### src/rtl/slice_chain_pkg.sv
// Shared types for the slice chain: mode codes, compare kinds and the
// per-cell control word that the top decodes once and fans out to every cell.
package slice_chain_pkg;

    localparam int CELL_BITS = 2;

    typedef enum logic [3:0] {
        MODE_ADD    = 4'd0,
        MODE_SUB    = 4'd1,
        MODE_ADDSUB = 4'd2,
        MODE_UP     = 4'd3,
        MODE_DOWN   = 4'd4,
        MODE_UPDN   = 4'd5,
        MODE_GE     = 4'd6,
        MODE_NE     = 4'd7,
        MODE_LE     = 4'd8
    } op_mode_e;

    typedef enum logic [1:0] {
        CMP_GE = 2'd0,
        CMP_NE = 2'd1,
        CMP_LE = 2'd2
    } cmp_kind_e;

    typedef struct packed {
        logic      is_count;
        logic      is_cmp;
        logic      invert_b;
        logic      count_up;
        cmp_kind_e cmp_kind;
    } cell_ctl_t;

endpackage

### src/rtl/slice_arith.sv
// Combinational two-bit datapath of one cell. It adds a and (possibly
// inverted) b with the incoming carry, or it folds the incoming partial compare
// verdict into its own bits. Assumes the control word stays stable within a cycle.
module slice_arith
    import slice_chain_pkg::*;
(
    input  logic [CELL_BITS-1:0] a,
    input  logic [CELL_BITS-1:0] b,
    input  logic                 ci,
    input  cell_ctl_t            ctl,
    output logic [CELL_BITS-1:0] sum,
    output logic                 co
);

    logic [CELL_BITS-1:0] b_eff;
    logic [CELL_BITS:0]   total;
    logic                 cmp_co;

    // Sum path: a plus optionally inverted b plus the carry in.
    always_comb begin
        b_eff = ctl.invert_b ? ~b : b;
        total = {1'b0, a} + {1'b0, b_eff} + {{CELL_BITS{1'b0}}, ci};
    end

    // Compare path: the local verdict wins unless the bits are equal.
    always_comb begin
        case (ctl.cmp_kind)
            CMP_NE:  cmp_co = (a != b) | ci;
            CMP_LE:  cmp_co = (a < b) | ((a == b) & ci);
            default: cmp_co = (a > b) | ((a == b) & ci);
        endcase
    end

    assign sum = total[CELL_BITS-1:0];
    assign co  = ctl.is_cmp ? cmp_co : total[CELL_BITS];

endmodule

### src/rtl/slice_counter.sv
// Two-bit count register of one cell. It steps when the ripple enable reaches it
// and forwards that enable when its own bits are at the terminal value. Clear is
// asynchronous, reset is synchronous and active-low. Preload outranks counting.
module slice_counter
    import slice_chain_pkg::*;
(
    input  logic                 clk,
    input  logic                 rst_n,
    input  logic                 clr,
    input  logic                 is_count,
    input  logic                 up,
    input  logic                 ci,
    input  logic                 load,
    input  logic [CELL_BITS-1:0] load_val,
    output logic [CELL_BITS-1:0] q,
    output logic                 co
);

    // Count state with clear first, then reset, preload and step.
    always_ff @(posedge clk or posedge clr) begin
        if (clr) begin
            q <= '0;
        end else if (!rst_n) begin
            q <= '0;
        end else if (is_count) begin
            if (load)
                q <= load_val;
            else if (ci)
                q <= up ? q + 1'b1 : q - 1'b1;
        end
    end

    // Ripple enable to the next cell at the terminal value.
    assign co = ci & (up ? (&q) : ~(|q));

    a_r7_clear_zero: assert property (@(posedge clk) disable iff (!rst_n)
        clr |-> (q == '0))
        else $error("a_r7_clear_zero");

    a_r8_preload: assert property (@(posedge clk) disable iff (!rst_n)
        (rst_n && is_count && load && !clr) |=> (clr || q == $past(load_val)))
        else $error("a_r8_preload");

    a_r8_hold: assert property (@(posedge clk) disable iff (!rst_n)
        (rst_n && !load && !ci && !clr) |=> (clr || q == $past(q)))
        else $error("a_r8_hold");

endmodule

### src/rtl/arith_cell2.sv
// One two-bit cell: the combinational datapath next to the count register,
// with an output select driven by the shared control word.
module arith_cell2
    import slice_chain_pkg::*;
(
    input  logic                 clk,
    input  logic                 rst_n,
    input  logic                 clr,
    input  cell_ctl_t            ctl,
    input  logic [CELL_BITS-1:0] a,
    input  logic [CELL_BITS-1:0] b,
    input  logic                 ci,
    input  logic                 load,
    input  logic [CELL_BITS-1:0] load_val,
    output logic [CELL_BITS-1:0] res,
    output logic                 co
);

    logic [CELL_BITS-1:0] sum;
    logic [CELL_BITS-1:0] q;
    logic                 arith_co;
    logic                 cnt_co;

    slice_arith u_arith (
        .a   (a),
        .b   (b),
        .ci  (ci),
        .ctl (ctl),
        .sum (sum),
        .co  (arith_co)
    );

    slice_counter u_cnt (
        .clk      (clk),
        .rst_n    (rst_n),
        .clr      (clr),
        .is_count (ctl.is_count),
        .up       (ctl.count_up),
        .ci       (ci),
        .load     (load),
        .load_val (load_val),
        .q        (q),
        .co       (cnt_co)
    );

    // Output select: the count, zero for compare, or the sum.
    always_comb begin
        if (ctl.is_count) begin
            res = q;
            co  = cnt_co;
        end else begin
            res = ctl.is_cmp ? '0 : sum;
            co  = arith_co;
        end
    end

endmodule

### src/rtl/slice_chain.sv
// Top: CELLS two-bit cells joined by one ripple carry line. Decodes the mode
// once, sets the carry into the lowest cell and presents the top carry as cout.
// Assumes mode is held steady across the cycles of a count sequence.
module slice_chain
    import slice_chain_pkg::*;
#(
    parameter int CELLS = 4,
    localparam int W = CELLS * CELL_BITS
) (
    input  logic         clk,
    input  logic         rst_n,
    input  logic         clr,
    input  logic [3:0]   mode,
    input  logic [W-1:0] a,
    input  logic [W-1:0] b,
    input  logic         sub_sel,
    input  logic         cnt_en,
    input  logic         dir_up,
    input  logic         load,
    input  logic [W-1:0] load_val,
    output logic [W-1:0] result,
    output logic         cout
);

    cell_ctl_t      ctl;
    logic           seed;
    logic [CELLS:0] carry;

    // Mode decode into the shared control word and the carry seed.
    always_comb begin
        ctl  = '0;
        seed = 1'b0;
        case (op_mode_e'(mode))
            MODE_SUB:    begin ctl.invert_b = 1'b1; seed = 1'b1; end
            MODE_ADDSUB: begin ctl.invert_b = sub_sel; seed = sub_sel; end
            MODE_UP:     begin ctl.is_count = 1'b1; ctl.count_up = 1'b1; seed = cnt_en; end
            MODE_DOWN:   begin ctl.is_count = 1'b1; seed = cnt_en; end
            MODE_UPDN:   begin ctl.is_count = 1'b1; ctl.count_up = dir_up; seed = cnt_en; end
            MODE_GE:     begin ctl.is_cmp = 1'b1; ctl.cmp_kind = CMP_GE; seed = 1'b1; end
            MODE_NE:     begin ctl.is_cmp = 1'b1; ctl.cmp_kind = CMP_NE; end
            MODE_LE:     begin ctl.is_cmp = 1'b1; ctl.cmp_kind = CMP_LE; seed = 1'b1; end
            default:     begin end
        endcase
    end

    assign carry[0] = seed;

    for (genvar i = 0; i < CELLS; i++) begin : g_cell
        arith_cell2 u_cell (
            .clk      (clk),
            .rst_n    (rst_n),
            .clr      (clr),
            .ctl      (ctl),
            .a        (a[i*CELL_BITS +: CELL_BITS]),
            .b        (b[i*CELL_BITS +: CELL_BITS]),
            .ci       (carry[i]),
            .load     (load),
            .load_val (load_val[i*CELL_BITS +: CELL_BITS]),
            .res      (result[i*CELL_BITS +: CELL_BITS]),
            .co       (carry[i+1])
        );
    end

    assign cout = carry[CELLS];

    a_r2_no_borrow: assert property (@(posedge clk) disable iff (!rst_n)
        (mode == MODE_SUB) |-> (cout == (a >= b)))
        else $error("a_r2_no_borrow");

    a_r9_cmp_zero: assert property (@(posedge clk) disable iff (!rst_n)
        (mode == MODE_GE || mode == MODE_NE || mode == MODE_LE) |-> (result == '0))
        else $error("a_r9_cmp_zero");

    a_r4_up_step: assert property (@(posedge clk) disable iff (!rst_n)
        (rst_n && mode == MODE_UP && cnt_en && !load && !clr)
        |=> (clr || mode != MODE_UP || result == W'($past(result) + 1'b1)))
        else $error("a_r4_up_step");

    a_r4_terminal: assert property (@(posedge clk) disable iff (!rst_n)
        (mode == MODE_UP) |-> (cout == (cnt_en && (&result))))
        else $error("a_r4_terminal");

endmodule

### config.mk
export PLATFORM = sky130hd
export DESIGN_NAME = slice_chain
export DESIGN_NICKNAME = d
export VERILOG_FILES = /design/src/rtl/slice_chain_pkg.sv /design/src/rtl/slice_arith.sv /design/src/rtl/slice_counter.sv /design/src/rtl/arith_cell2.sv /design/src/rtl/slice_chain.sv
export SDC_FILE = /design/constraint.sdc
export NUM_CORES = 1
export LEC_CHECK = 0
export BUFFER_PORTS_ARGS = -buffer_cell sky130_fd_sc_hd__buf_2
export CAP_MARGIN = 20
export CORE_ASPECT_RATIO = 1.75
export CORE_MARGIN = 4
export CORE_UTILIZATION = 55
export CTS_BUF_LIST = sky130_fd_sc_hd__clkbuf_8
export DETAILED_ROUTE_END_ITERATION = 6
export GPL_TIMING_DRIVEN = 1
export PLACE_DENSITY = 0.86
export RECOVER_POWER = 50
export SYNTH_ARGS = -nofsm -noshare
export SYNTH_HDL_FRONTEND = slang
export SYNTH_HIERARCHICAL = 1
export SYNTH_SLANG_ARGS = --single-unit
### constraint.sdc
create_clock -name clk -period 8.9 [get_ports clk]
set_input_delay 0.445 -clock clk [delete_from_list [all_inputs] [get_ports clk]]
set_output_delay 0.445 -clock clk [all_outputs]
set_load 0.05 [all_outputs]
# Word level (Yosys, flattened, before mapping)
# Cells that the tools add are included.
[classes] n_addsub=16 multipliers=0 n_div=0 n_lt_le_gt_ge=8 eq_ne=23 shift=0 muxes=54 n_bitwise=28 n_reduce_logical=15
[op_table] op="$mux 2" count=32
[op_table] op="$eq 4x3->1 const B" count=4
[op_table] op="$reduce_and 2->1" count=8
[op_table] op="$mux 1" count=14
[op_table] op="$add 2x2->3" count=4
[op_table] op="$add 3x1->3" count=4
[op_table] op="$ne 3x1->1 const B" count=4
[op_table] op="$or 1x1->1" count=12
[op_table] op="$pmux 1 s2" count=6
[op_table] op="$reduce_or 3->1" count=3
[op_table] op="$add 2x1->2 const B" count=4
[op_table] op="$and 1x1->1" count=8
[op_table] op="$eq 2x2->1" count=4
[op_table] op="$eq 4x2->1 const B" count=2
[op_table] op="$gt 2x2->1" count=4
[op_table] op="$lt 2x2->1" count=4
[op_table] op="$ne 2x2->1" count=4
[op_table] op="$not 2->2" count=4
[op_table] op="$reduce_or 2->1" count=4
[op_table] op="$sub 2x1->2 const B" count=4
[op_table] op="$eq 4x1->1 const B" count=1
[op_table] op="$eq 4x4->1 const B" count=1
[op_table] op="$not 1->1" count=4
[op_table] op="$pmux 2 s2" count=1
[op_table] op="4 further kinds" count=4
[word_totals] reg_bits=8 latchBits=0 ramBits=0 rom_bits=0 input_bits=35 output_inout_bits=9 elab_cells=148 mem_count=0

# Logic depth before layout (Yosys ltp)
# Gate-level depths: netlist of run 1.
[logic_depth] ltp_word=23 depth_mapped=24 mapped_depth_nobuf=23

# By module
# Netlist of run 1, hierarchy kept.
[modules_own_cells] module="slice_counter" instances=4 cells_each=16 area_per_inst_um2=160.2 seq_area_each_um2=50.0
[modules_own_cells] module="slice_arith (g_cell[1].u_cell.u_arith ...)" instances=3 cells_each=21 area_per_inst_um2=177.7 seq_area_each_um2=0.0
[modules_own_cells] module="arith_cell2" instances=4 cells_each=6 area_per_inst_um2=42.5 seq_area_each_um2=0.0
[modules_own_cells] module="slice_arith (g_cell[0].u_cell.u_arith)" instances=1 cells_each=19 area_per_inst_um2=152.6 seq_area_each_um2=0.0
[modules_own_cells] module="slice_chain" instances=1 cells_each=23 area_per_inst_um2=143.9 seq_area_each_um2=0.0

# Worst setup path before layout of run 1
# No wires, ideal clock.
[synth_path] path_kind="input-to-output" start="in mode[1]" end="out result[6]" arrival_ps=6965 required_time_ps=8455 slack_ps=1490 path_stages=21 n_path_buf=0 cell_sequence="nor2b_1 a21oi_1 nor3_1 xor2_1 fa_1 fa_1 o32a_1 mux2_4 fa_1 fa_1 nor2_1 o32ai_1 mux2_4 fa_1 fa_1 nor2_1 o32ai_1 mux2_4 fa_1 nand2b_1 o21ai_0"
[synth_rtl] item="from (decl)" line_no="slice_chain.sv:13" text="input logic [3:0] mode,"
[synth_rtl] item="to (decl)" line_no="slice_chain.sv:21" text="output logic [W-1:0] result,"

# Final worst setup path of run 1
[layout_path] start="in mode[2]" end="out cout"
[layout_between] elab_chain_len=23 elab_cells_between_ends=67 cone_classes="8 x add/sub; 10 x eq/ne; 26 x mux; 20 x bitwise; 3 x reduce/logical"
[layout_lines] item="$eq 4x4->1, or another cell as far along" line_no="slice_chain.sv:33" text="case (op_mode_e'(mode))"
[layout_lines] item="$reduce_or 3->1 (no source line)"
[layout_lines] item="$pmux 1 s3 *" line_no="slice_chain.sv:33"
[layout_lines] item="via carry[0]" line_no="slice_chain.sv:27" text="logic [CELLS:0] carry;"
[layout_lines] item="$and 1x1->1" line_no="slice_arith.sv:29, slice_arith.sv:30"
[layout_lines] item="$or 1x1->1, on equally long branches" line_no="slice_arith.sv:30, slice_arith.sv:29"
[layout_lines] item="$pmux 1 s2" line_no="slice_arith.sv:27" text="case (ctl.cmp_kind)"
[layout_lines] item="$mux 1 *" line_no="slice_arith.sv:35" text="assign co = ctl.is_cmp ? cmp_co : total[CELL_BITS];"
[layout_lines] item="via g_cell[0].u_cell.arith_co" line_no="arith_cell2.sv:21" text="logic arith_co;"
[layout_lines] item="[1 not listed]"
[layout_lines] item="via carry[1]" line_no="slice_chain.sv:27"
[layout_lines] item="[4 not listed]"
[layout_lines] item="via g_cell[1].u_cell.arith_co" line_no="arith_cell2.sv:21"
[layout_lines] item="[1 not listed]"
[layout_lines] item="via carry[2]" line_no="slice_chain.sv:27"
[layout_lines] item="[4 not listed]"
[layout_lines] item="via g_cell[2].u_cell.arith_co" line_no="arith_cell2.sv:21"
[layout_lines] item="$mux 1 *" line_no="arith_cell2.sv:48" text="if (ctl.is_count) begin"
[layout_lines] item="via carry[3]" line_no="slice_chain.sv:27"
[layout_lines] item="$and 1x1->1" line_no="slice_arith.sv:29, slice_arith.sv:30"
[layout_lines] item="$or 1x1->1, on equally long branches" line_no="slice_arith.sv:30, slice_arith.sv:29"
[layout_lines] item="$pmux 1 s2" line_no="slice_arith.sv:27"
[layout_lines] item="$mux 1 *" line_no="slice_arith.sv:35"
[layout_lines] item="via g_cell[3].u_cell.arith_co" line_no="arith_cell2.sv:21"
[layout_lines] item="$mux 1 *" line_no="arith_cell2.sv:48"
[layout_lines] item="to (decl)" line_no="slice_chain.sv:22" text="output logic cout"
# The timed path passes the listed nets; every way through them passes the cells marked *.

==> impl_metrics.env, run 1 <==
export IMPL_reg_top3="g_cell.u_cell/u_cnt/q: 8 flops"
export IMPL_clk_transition_reported_paths_ns=0.04
export IMPL_critPathBufInv=2
export IMPL_final_max_slew_viol_count=0
export IMPL_setup_slack_placement_ns=1.80
export IMPL_setup_slack_ns=1.57
export IMPL_timing_worst_slew_pin_value_ns=0.698
export IMPL_insertion_delay_ns=0.23
export IMPL_grt_ovfl_total=0
export IMPL_numCtsBuffers=3
export IMPL_crit_top_cell="fa_1"
export IMPL_die_w_um=49.3
export IMPL_drive_gt1_share_pct=26.4
export IMPL_placement_rows=26
export IMPL_avgViaCountPerCell=6.09
export IMPL_synthCells=193
export IMPL_ctsHtreeMaxLevel=1
export IMPL_syn_cell_area_mm2=0.00164
export IMPL_critPathKind="input pin to primary output"
export IMPL_start_util_pct=56.7
export IMPL_p_per_area_mw_per_mm2=119
export IMPL_post_cts_buffers=0
export IMPL_postSynthAreaPerCell_um2=8.50
export IMPL_layoutNonFillerInstCount=270
export IMPL_max_freq_mhz=136
export IMPL_cts_root_to_sink_buffers=2
export IMPL_cap_violations=0
export IMPL_die_h_um=80.2
export IMPL_global_route_usage_over_all_layers_pct=20.5
export IMPL_crit_path_max_fanout=9
export IMPL_worst_ep_arrival_time_ns=6.89
export IMPL_critical_path_top_delay_family="adder cells"
export IMPL_timing_final_crit_share_pct=82.4
export IMPL_synth_warning_count=6
export IMPL_report_final_setup_viol=0
export IMPL_tritoncts="done"
export IMPL_largest_register="g_cell.u_cell/u_cnt/q"
export IMPL_layout_nets=295
export IMPL_static_leakage_power_uw=0.000972
export IMPL_crit_path_max_incr_delay_ns=0.50
export IMPL_port_buffers=43
export IMPL_number_of_distinct_library_cell_variants_in_the_gate_level_netlist_after_synthesis=36
export IMPL_drtPass1Iterations=5
export IMPL_tritoncts_num_sinks=8
export IMPL_rsz0062_at_grt="no"
export IMPL_dr_vias=1645
export IMPL_largest_net_degree_at_the_start_of_global_routing=37
export IMPL_worstSetupStartpointType="input pin"
export IMPL_largest_register_ffs=8
export IMPL_drc_errors=0
export IMPL_final_critical_period_ns=7.33
export IMPL_postRouteWirelength_mm=3.87
export IMPL_hpwl_mm=3.13
export IMPL_layout_filler_cells=266
export IMPL_post_cts_hold_buffer_count=0
export IMPL_wl_per_cell_um=14.3
export IMPL_final_setup_tns_ns=0
export IMPL_antenna_found_initial=0
export IMPL_die_ar_mm2=0.00395
export IMPL_synth_seq_cells=8
export IMPL_ys_seq_area_share_pct=12.2
export IMPL_min_delay_path_class="input pin to asynchronous set/reset pin"
export IMPL_outcome="finished, final reports clean"
export IMPL_root_buffer_selected_by_cts="clkbuf_8"
export IMPL_cp_end_kind="primary output"
export IMPL_fp_coreArea_mm2=0.00290
export IMPL_timing_critical_path_required_ns=8.46
export IMPL_numPlacedInstances=267
export IMPL_power_uw=232
export IMPL_path_cells="clkbuf_1 > mux2_4 > a222oi_1 > o21ai_0 > fa_1 > fa_1 > o32a_1 > mux2_4 > fa_1 > fa_1 > nor2_1 > o32ai_1 > mux2_4 > fa_1 > fa_1 > nor2_1 > o32ai_1 > mux2_4 > fa_1 > fa_1 > nor2_1 > o32ai_1 > mux2_4 > buf_2"
export IMPL_insertedDiodeCount=0
export IMPL_first_iter_violations=35
export IMPL_drt_antenna_violating_nets=0
export IMPL_routabilityCongestion=0.797
export IMPL_timing_slew_headroom_pct=53.0
export IMPL_timing_reg2reg_setup_slack_ns=4.80
export IMPL_fin_worst_skew_ns=0.000884
export IMPL_report_final_hold_viol_count=0
export IMPL_critical_path_slowest_cell="fa_1"
export IMPL_post_synthesis_net_count=244
export IMPL_syn2layout_area_growth_pct=18.8
export IMPL_io_pin_count=44
export IMPL_vdd_drop_max_mv=0.0659
export IMPL_postCtsResizedCells=0
export IMPL_wire_length_of_the_first_global_routing_pass_mm=6.51
export IMPL_number_of_global_route_vias_before_repair=1553
[per-layer routing]
layer	track usage, %	share of wire [%]
met2	38.2	55
met5	0	0
met1	22.7	39
met4	10.3	1.4
met3	1.67	4.4
[cells in the mapped netlist (all sizes together)]
library cell	n	area share [%]
nand3b	6	2.7
o32a	1	0.61
nand2b	8	3.1
ha	8	6.1
xor2	8	4.3
nor2b	10	3.8
o32ai	3	1.6
or3	5	2.2
a22o	4	2.1
and4bb	4	3.1
nor2	12	2.7
nor3	4	1.2
a222oi	1	0.61
mux2i	1	0.61
mux2	10	8.0
nand2	16	3.7
o2111ai	4	2.1
o211a	6	3.7
a21boi	8	3.7
a31oi	4	1.5
buf	1	0.69
a21oi	2	0.61
fa	8	9.8
o21ai	10	3.1
dfrtp	8	12
nand3	16	4.9
and2	3	1.1
xnor3	4	5.5
inv	15	3.4
or2	1	0.38
a32oi	1	0.53
and3	1	0.38
[worst paths after layout]
kind	cells past startpoint	to	start
max reg2reg	16	g_cell[3].u_cell/u_cnt/q[0]	g_cell[0].u_cell/u_cnt/q[1]
min	2	g_cell[0].u_cell/u_cnt/q[0]	clr
max	24	cout	mode[2]
min reg2reg	2	g_cell[3].u_cell/u_cnt/q[1]	g_cell[3].u_cell/u_cnt/q[1]
min in group clk	3	g_cell[3].u_cell/u_cnt/q[0]	load_val[6]
max in group asynchronous	2	g_cell[1].u_cell/u_cnt/q[1]	clr
[worst reg2reg max path, cell delays in order (launching register included)]
cell and delay [ns]:
dfrtp_1 0.44, or3_2 0.15, a21boi_0 0.07, mux2_4 0.30, fa_1 0.41, fa_1 0.36, nor2_1 0.11, o32ai_1 0.07
mux2_4 0.31, fa_1 0.42, fa_1 0.36, nor2_1 0.10, o32ai_1 0.08, mux2_4 0.31, and4bb_2 0.24, a31oi_1 0.13
a21boi_0 0.10
[cell families after synthesis]
kind of cell	share of synthesized area, %
AND/OR/NAND/NOR	29.3
AO/OA/AOI/OAI	20.1
buffers and inverters	4.12
adder cells (fa/ha/maj)	15.9
XOR/XNOR	9.76
multiplexers	8.62
flip-flops	12.2
[where the power goes]
group	internal, µW	switching, µW	total, µW
clock network	29.3	14.8	44.1
registers	38.7	3.25	41.9
logic	57.1	88.8	146
total	125	107	232
[placed cells by master, fill, tap and decap left out, types with 4 or more instances in the layout]
master,count
buf_2,39
nand2_1,16
nand3_1,16
inv_1,15
nor2_1,11
nor2b_1,10
o21ai_0,9
nand2b_1,8
xor2_1,8
fa_1,8
ha_1,8
a21boi_0,8
dfrtp_1,8
nand3b_1,6
o211a_1,6
mux2_4,5
nor3_1,4
a22o_1,4
and4bb_2,4
a31oi_1,4
xnor3_1,4
mux2_2,4
o2111ai_1,4
or3_2,4
clkbuf_1,4
buf_4,4
[area by class of cell]
cell class,count,area (µm²),share of cell area (%)
flip-flops and latches,8,200,10.3
multi-input cells,169,1380,70.6
inverters,15,56.3,2.89
well taps,28,35.0,1.80
clock buffers,3,41.3,2.12
repair buffers,47,240,12.3
[stage by stage]
step | cell area, µm² | utilization (%) | hold slack [ns]
after global placement | 1910 | 66.0 | 0.335
after floorplan | 1640 | - | 0.186
after CTS | 1950 | 67.5 | 0.0910
final | 1950 | 67.3 | 0.102
after global routing | 1950 | 67.3 | 0.126
after detailed placement | 1910 | 66.0 | 0.338
(Power assumes the default switching activity.)
==> run 2: changes to the inputs <==
CORE_UTILIZATION = 50   (was 55)
PLACE_DENSITY = 0.83   (was 0.86)
clock period = 6 ns   (was 8.9 ns; I/O delays follow)
==> run 2 against run 1 <==
- the run now ends with negative setup slack left
- non-clock buffer count rose by 20
- hold slack improved by 0.30 ns
- via count is 5.8% higher
- critical path type unchanged
- largest cell class unchanged
- largest power group unchanged
- highest routed layer unchanged
==> impl_metrics.env, run 2 (synthesized netlist as in run 1, its figures left out) <==
export IMPL_outcome="finished, violations left"
export IMPL_violations_in_the_final_reports="negative setup slack"
export IMPL_die_w_um=51.3
export IMPL_wire_length_of_the_first_global_routing_pass_mm=7.47
export IMPL_insertion_delay_ns=0.22
export IMPL_root_buffer_selected_by_cts="clkbuf_8"
export IMPL_static_leakage_power_uw=0.00109
export IMPL_syn2layout_area_growth_pct=36.6
export IMPL_placement_rows=27
export IMPL_tritoncts="done"
export IMPL_global_route_usage_over_all_layers_pct=21.5
export IMPL_grt_ovfl_total=0
export IMPL_met1_length_mm=1.65
export IMPL_ctsHtreeMaxLevel=1
export IMPL_crit_path_max_fanout=3
export IMPL_timing_final_crit_share_pct=104
export IMPL_cp_end_kind="primary output"
export IMPL_start_util_pct=52.2
export IMPL_maxUsedRoutingLayer="met4"
export IMPL_dr_vias=1740
export IMPL_largest_register_ffs=8
export IMPL_setup_slack_placement_ns=-0.474
export IMPL_number_of_global_route_vias_before_repair=1791
export IMPL_tritoncts_num_sinks=8
export IMPL_hpwl_mm=3.54
export IMPL_crit_top_cell="fa_2"
export IMPL_min_delay_path_class="input pin to register"
export IMPL_fin_worst_hold_slack_ns=0.406
export IMPL_setup_slack_ns=-0.248
export IMPL_postRouteWirelength_mm=4.42
export IMPL_first_iter_violations=31
export IMPL_report_final_hold_viol_count=0
export IMPL_timing_worst_slew_pin_value_ns=0.594
export IMPL_final_max_slew_viol_count=0
export IMPL_clk_transition_reported_paths_ns=0.04
export IMPL_path_cells="buf_8 > mux2_4 > a222oi_1 > o21ai_2 > fa_2 > fa_2 > o32a_1 > mux2_4 > fa_2 > fa_2 > nor2_4 > o32ai_2 > mux2_4 > fa_2 > fa_2 > nor2_2 > o32ai_2 > mux2_4 > fa_2 > fa_2 > nor2_1 > o32ai_1 > mux2_4 > buf_8"
export IMPL_timing_critical_path_required_ns=5.70
export IMPL_numCtsBuffers=3
export IMPL_io_pin_count=44
export IMPL_layout_nets=315
export IMPL_p_per_area_mw_per_mm2=172
export IMPL_finalCoreUtilization_pct=71.3
export IMPL_final_common_cell="buf_2"
export IMPL_crit_path_max_incr_delay_ns=0.38
export IMPL_timing_slew_headroom_pct=60.6
export IMPL_r2r_cells=17
export IMPL_fin_worst_skew_ns=0.00120
export IMPL_fp_coreArea_mm2=0.00314
export IMPL_max_freq_mhz=160
export IMPL_worstSetupStartpointType="input pin"
export IMPL_drc_errors=0
export IMPL_worst_ep_arrival_time_ns=5.95
export IMPL_drtPass1Iterations=5
export IMPL_final_cell_mix="36 x buf_2, 22 x buf_4, 16 x nand2_1"
export IMPL_power_uw=385
export IMPL_met2_wirelength_mm=2.52
export IMPL_port_buffers=43
export IMPL_avgViaCountPerCell=5.70
export IMPL_timing_reg2reg_setup_slack_ns=1.88
export IMPL_drive_gt1_share_pct=38.9
export IMPL_critPathKind="input pin to primary output"
export IMPL_antenna_found_initial=0
export IMPL_report_final_setup_viol=2
export IMPL_die_h_um=83.8
export IMPL_final_critical_period_ns=6.25
export IMPL_drt_antenna_violating_nets=0
export IMPL_die_ar_mm2=0.00430
export IMPL_critical_path_slowest_cell="fa_2"
export IMPL_cap_violations=0
export IMPL_worst_hold_path_num_cells=3
export IMPL_wl_per_cell_um=14.5
export IMPL_vdd_drop_max_mv=0.146
export IMPL_largest_register="g_cell.u_cell/u_cnt/q"
export IMPL_cts_root_to_sink_buffers=2
export IMPL_insertedDiodeCount=0
export IMPL_largest_net_degree_at_the_start_of_global_routing=36
export IMPL_rsz0062_at_grt="yes"
export IMPL_reg_top3="g_cell.u_cell/u_cnt/q: 8 flops"
export IMPL_dr_wl_met3_um=146
export IMPL_routabilityCongestion=0.784
[run 2: changes by cell type in the layout (fill, tap and decap cells not counted), sizes merged]
cell	previous run	this run
buf	43	63
clkbuf	7	6
dlygate4sd3	0	1
[run 2: where the power goes]
| part | internal (µW) | switching [µW] |
|---|---|---|
| Combinational | 114 | 145 |
| Clock | 43.3 | 19.8 |
| Sequential | 57.4 | 5.06 |
[run 2: path summary, 6_finish.rpt]
check,start,to
max,mode[2],cout
min,load_val[2],g_cell[1].u_cell/u_cnt/q[0]
max reg2reg,g_cell[0].u_cell/u_cnt/q[1],g_cell[3].u_cell/u_cnt/q[0]
min reg2reg,g_cell[2].u_cell/u_cnt/q[1],g_cell[2].u_cell/u_cnt/q[1]
max in group asynchronous,clr,g_cell[3].u_cell/u_cnt/q[0]
min in group asynchronous,clr,g_cell[0].u_cell/u_cnt/q[1]
[run 2: routing by layer]
metal	track usage, %	up-vias
met5	0	-
met4	9.79	0
met3	1.43	12
met2	39.7	45
met1	24.0	835
li1	-	848
[run 2: layout make-up]
class | count | area [µm²]
tap | 43 | 53.8
fill | 287 | 901
inverter | 15 | 56.3
sequential | 8 | 200
clock buffer | 3 | 41.3
multi-input combinational | 169 | 1460
timing repair buffer | 67 | 434
[run 2: timing repair]
item                                   in CTS  in global routing
endpoints found under the hold margin       8                  0
pin swaps                                   8                  2
buffers inserted                            1                  0
resized for setup                          18                  8
setup endpoints to repair                   3                  3
hold buffers                                1                  0
[run 2: worst max-delay path: cells and delay by family]
kind | cells | cell delay (ns)
buffers and inverters | 2 | 0.25
muxes | 5 | 1.43
AOI/OAI and AO/OA | 6 | 0.82
and+or+nand+nor | 3 | 0.32
adders and majority gates | 8 | 2.84
[run 2: per-stage QoR]
stage,setup TNS (ns),std cells,cell area (µm²)
after global routing,-0.717,305,2240
after detailed placement,-0.890,300,2100
after global placement,-0.739,300,2100
final,-0.397,305,2240
after floorplan,-1.00,193,1670
after CTS,-0.366,305,2220
==> run 3: changes to the inputs <==
BUFFER_PORTS_ARGS = -buffer_cell sky130_fd_sc_hd__buf_4   (was -buffer_cell sky130_fd_sc_hd__buf_2)
CORE_UTILIZATION = 35   (was 50)
PLACE_DENSITY = 0.62   (was 0.83)
==> run 3 against run 2 <==
- the flow still finishes with violations (negative setup slack)
- sequential share of layout area down 0.28 points
- utilization down 20 points
- final cell count up 2.6%
- flip-flop and latch count unchanged
- via count down 5.7%
- power up 1.0%
- clock power up 0.6%
- count of clock-buffer cells in the layout unchanged
- die area up 37%
- critical path type unchanged
- largest cell class unchanged
==> impl_metrics.env, run 3 (synthesized netlist as in run 1, its figures left out) <==
export IMPL_worst_r2r_startpoint="g_cell[0].u_cell/u_cnt/q[1]"
export IMPL_first_iter_violations=23
export IMPL_final_max_slew_viol_count=0
export IMPL_final_cell_mix="59 x buf_4, 16 x nand2_1, 16 x nand3_1"
export IMPL_worstSetupStartpointType="input pin"
export IMPL_fin_worst_skew_ns=0.00145
export IMPL_netSwitchingPower_uw=166
export IMPL_timing_slew_headroom_pct=60.9
export IMPL_worst_r2r_endpoint="g_cell[3].u_cell/u_cnt/q[0]"
export IMPL_violations_in_the_final_reports="negative setup slack"
export IMPL_global_route_usage_over_all_layers_pct=15.0
export IMPL_number_of_global_route_vias_before_repair=1644
export IMPL_cp_end_kind="primary output"
export IMPL_drtPass1Iterations=4
export IMPL_final_common_cell="buf_4"
export IMPL_final_critical_period_ns=6.17
export IMPL_routabilityCongestion=0.841
export IMPL_die_w_um=59.8
export IMPL_finalCoreUtilization_pct=51.6
export IMPL_postRouteWirelength_mm=4.14
export IMPL_fin_worst_hold_slack_ns=0.391
export IMPL_static_leakage_power_uw=0.00112
export IMPL_sequentialPowerShare_pct=16.1
export IMPL_max_freq_mhz=162
export IMPL_die_h_um=98.6
export IMPL_root_buffer_selected_by_cts="clkbuf_8"
export IMPL_largest_net_degree_at_the_start_of_global_routing=36
export IMPL_critPathKind="input pin to primary output"
export IMPL_tritoncts="done"
export IMPL_drive_gt1_share_pct=37.8
export IMPL_numCtsBuffers=3
export IMPL_ctsHtreeMaxLevel=1
export IMPL_global_route_peak_usage_layer="met2"
export IMPL_startpoint="mode[2]"
export IMPL_tritoncts_num_sinks=8
export IMPL_outcome="finished, violations left"
export IMPL_rsz0062_at_grt="yes"
export IMPL_r2r_cells=17
export IMPL_grt_met2_usage_pct=27.8
export IMPL_clk_transition_reported_paths_ns=0.04
export IMPL_p_per_area_mw_per_mm2=168
export IMPL_hpwl_mm=3.54
export IMPL_worst_ep_arrival_time_ns=5.87
export IMPL_min_delay_path_class="input pin to register"
export IMPL_layout_nets=315
export IMPL_crit_path_max_fanout=5
export IMPL_wl_per_cell_um=13.2
export IMPL_dr_vias=1640
export IMPL_insertedDiodeCount=0
export IMPL_fp_coreArea_mm2=0.00448
export IMPL_timing_final_crit_share_pct=103
export IMPL_drc_errors=0
export IMPL_syn2layout_area_growth_pct=41.0
export IMPL_post_cts_buffers=0
export IMPL_start_util_pct=36.6
export IMPL_combinational_fraction_of_design_power_pct=67.6
export IMPL_report_final_setup_viol=2
export IMPL_path_cells="buf_8 > mux2_4 > a222oi_1 > o21ai_2 > fa_2 > fa_2 > o32a_1 > mux2_4 > fa_2 > fa_2 > nor2_1 > o32ai_1 > mux2_4 > fa_2 > fa_2 > nor2_2 > o32ai_1 > mux2_4 > fa_2 > fa_2 > nor2_2 > o32ai_1 > mux2_4 > buf_8"
export IMPL_cap_violations=0
export IMPL_vdd_drop_max_mv=0.118
export IMPL_timing_reg2reg_setup_slack_ns=2.03
export IMPL_timing_worst_slew_pin_value_ns=0.589
export IMPL_io_pin_count=44
export IMPL_grt_ovfl_total=0
export IMPL_report_final_hold_viol_count=0
export IMPL_setup_slack_placement_ns=-0.396
export IMPL_drt_antenna_violating_nets=0
export IMPL_wire_length_of_the_first_global_routing_pass_mm=7.11
export IMPL_power_uw=389
export IMPL_switching_share_pct=42.8
export IMPL_placement_rows=32
export IMPL_intPower_uw=223
export IMPL_critical_path_slowest_cell="fa_2"
export IMPL_insertion_delay_ns=0.22
export IMPL_crit_cells=24
export IMPL_met1_usage_pct=17.4
export IMPL_setup_slack_ns=-0.172
export IMPL_crit_path_max_incr_delay_ns=0.40
export IMPL_die_ar_mm2=0.00589
export IMPL_port_buffers=43
export IMPL_power_frac_clock_pct=16.3
export IMPL_avgViaCountPerCell=5.24
export IMPL_critPathBufInv=2
export IMPL_crit_top_cell="fa_2"
export IMPL_use_met3_pct=1.70
export IMPL_cts_root_to_sink_buffers=2
export IMPL_largest_register="g_cell.u_cell/u_cnt/q"
export IMPL_timing_critical_path_required_ns=5.70
export IMPL_reg_top3="g_cell.u_cell/u_cnt/q: 8 flops"
export IMPL_largest_register_ffs=8
export IMPL_worstSetupEndpoint="cout"
export IMPL_critical_path_top_delay_family="adder cells"
export IMPL_antenna_found_initial=0
## run 3: changes by cell type in the layout (fill, tap and decap cells not counted)
cell | before | now
buf_4 | 22 | 59
nand3_1 | 15 | 16
a21oi_1 | 2 | 1
o32ai_2 | 2 | 0
a21oi_2 | 0 | 1
nor2_1 | 8 | 9
nand3_2 | 1 | 0
buf_6 | 2 | 1
o32ai_1 | 1 | 3
buf_2 | 36 | 0
nor2_4 | 1 | 0
## run 3: power groups by stage
| stage | Combinational, µW | Clock (µW) | Sequential (µW) |
|---|---|---|---|
| floorplan | 168 | 0 | 61.5 |
| global placement | 252 | 0 | 62.8 |
| detailed placement | 253 | 0 | 63.1 |
| CTS | 264 | 65.8 | 62.5 |
| global route | 288 | 69.1 | 63.2 |
| finish | 263 | 63.5 | 62.5 |
## run 3: metal layers
layer,share of wire [%],wire (µm)
met1,40,1640
met3,3.3,136
met2,57,2340
met4,0.56,23
met5,0,0
## run 3: worst min path at each step
| stage | slack, ns | startpoint | endpoint | cells after the start |
|---|---|---|---|---|
| detailed placement | 0.19 | clr | g_cell[1].u_cell/u_cnt/q[0] | 2 |
| floorplan | 0.04 | clr | g_cell[0].u_cell/u_cnt/q[0] | 1 |
| global placement | 0.19 | clr | g_cell[2].u_cell/u_cnt/q[0] | 2 |
| global route | 0.39 | rst_n | g_cell[1].u_cell/u_cnt/q[0] | 2 |
| CTS | 0.39 | load_val[6] | g_cell[3].u_cell/u_cnt/q[0] | 3 |
| finish | 0.39 | load_val[6] | g_cell[3].u_cell/u_cnt/q[0] | 3 |
## run 3: layout make-up
class                   count  area (µm²)
clock buffers               3        41.3
fillers                   471        2170
inverters                  15        56.3
multi-input cells         169        1430
flip-flops and latches      8         200
well taps                  51        63.8
repair buffers             67         520
## run 3: timing repair
item	CTS	global route
hold buffers	1	0
pin swaps	8	6
gates resized for setup	9	6
endpoints found under the setup margin	2	3
endpoints found under the hold margin	8	0
gates cloned	0	0
## run 3: tightest hold or removal path: stages
cell and delay, ns:
buf_4 0.08, a31oi_1 0.06, a21boi_0 0.13
## run 3: stage by stage
stage          cell area [µm²]  instances  TNS (ns)
6_report                  2310        313    -0.215
5_1_grt                   2310        313    -0.634
4_1_cts                   2310        313    -0.243
3_5_place_dp              2220        309    -0.622
3_3_place_gp              2220        309    -0.568
2_1_floorplan             1670        193     -1.00
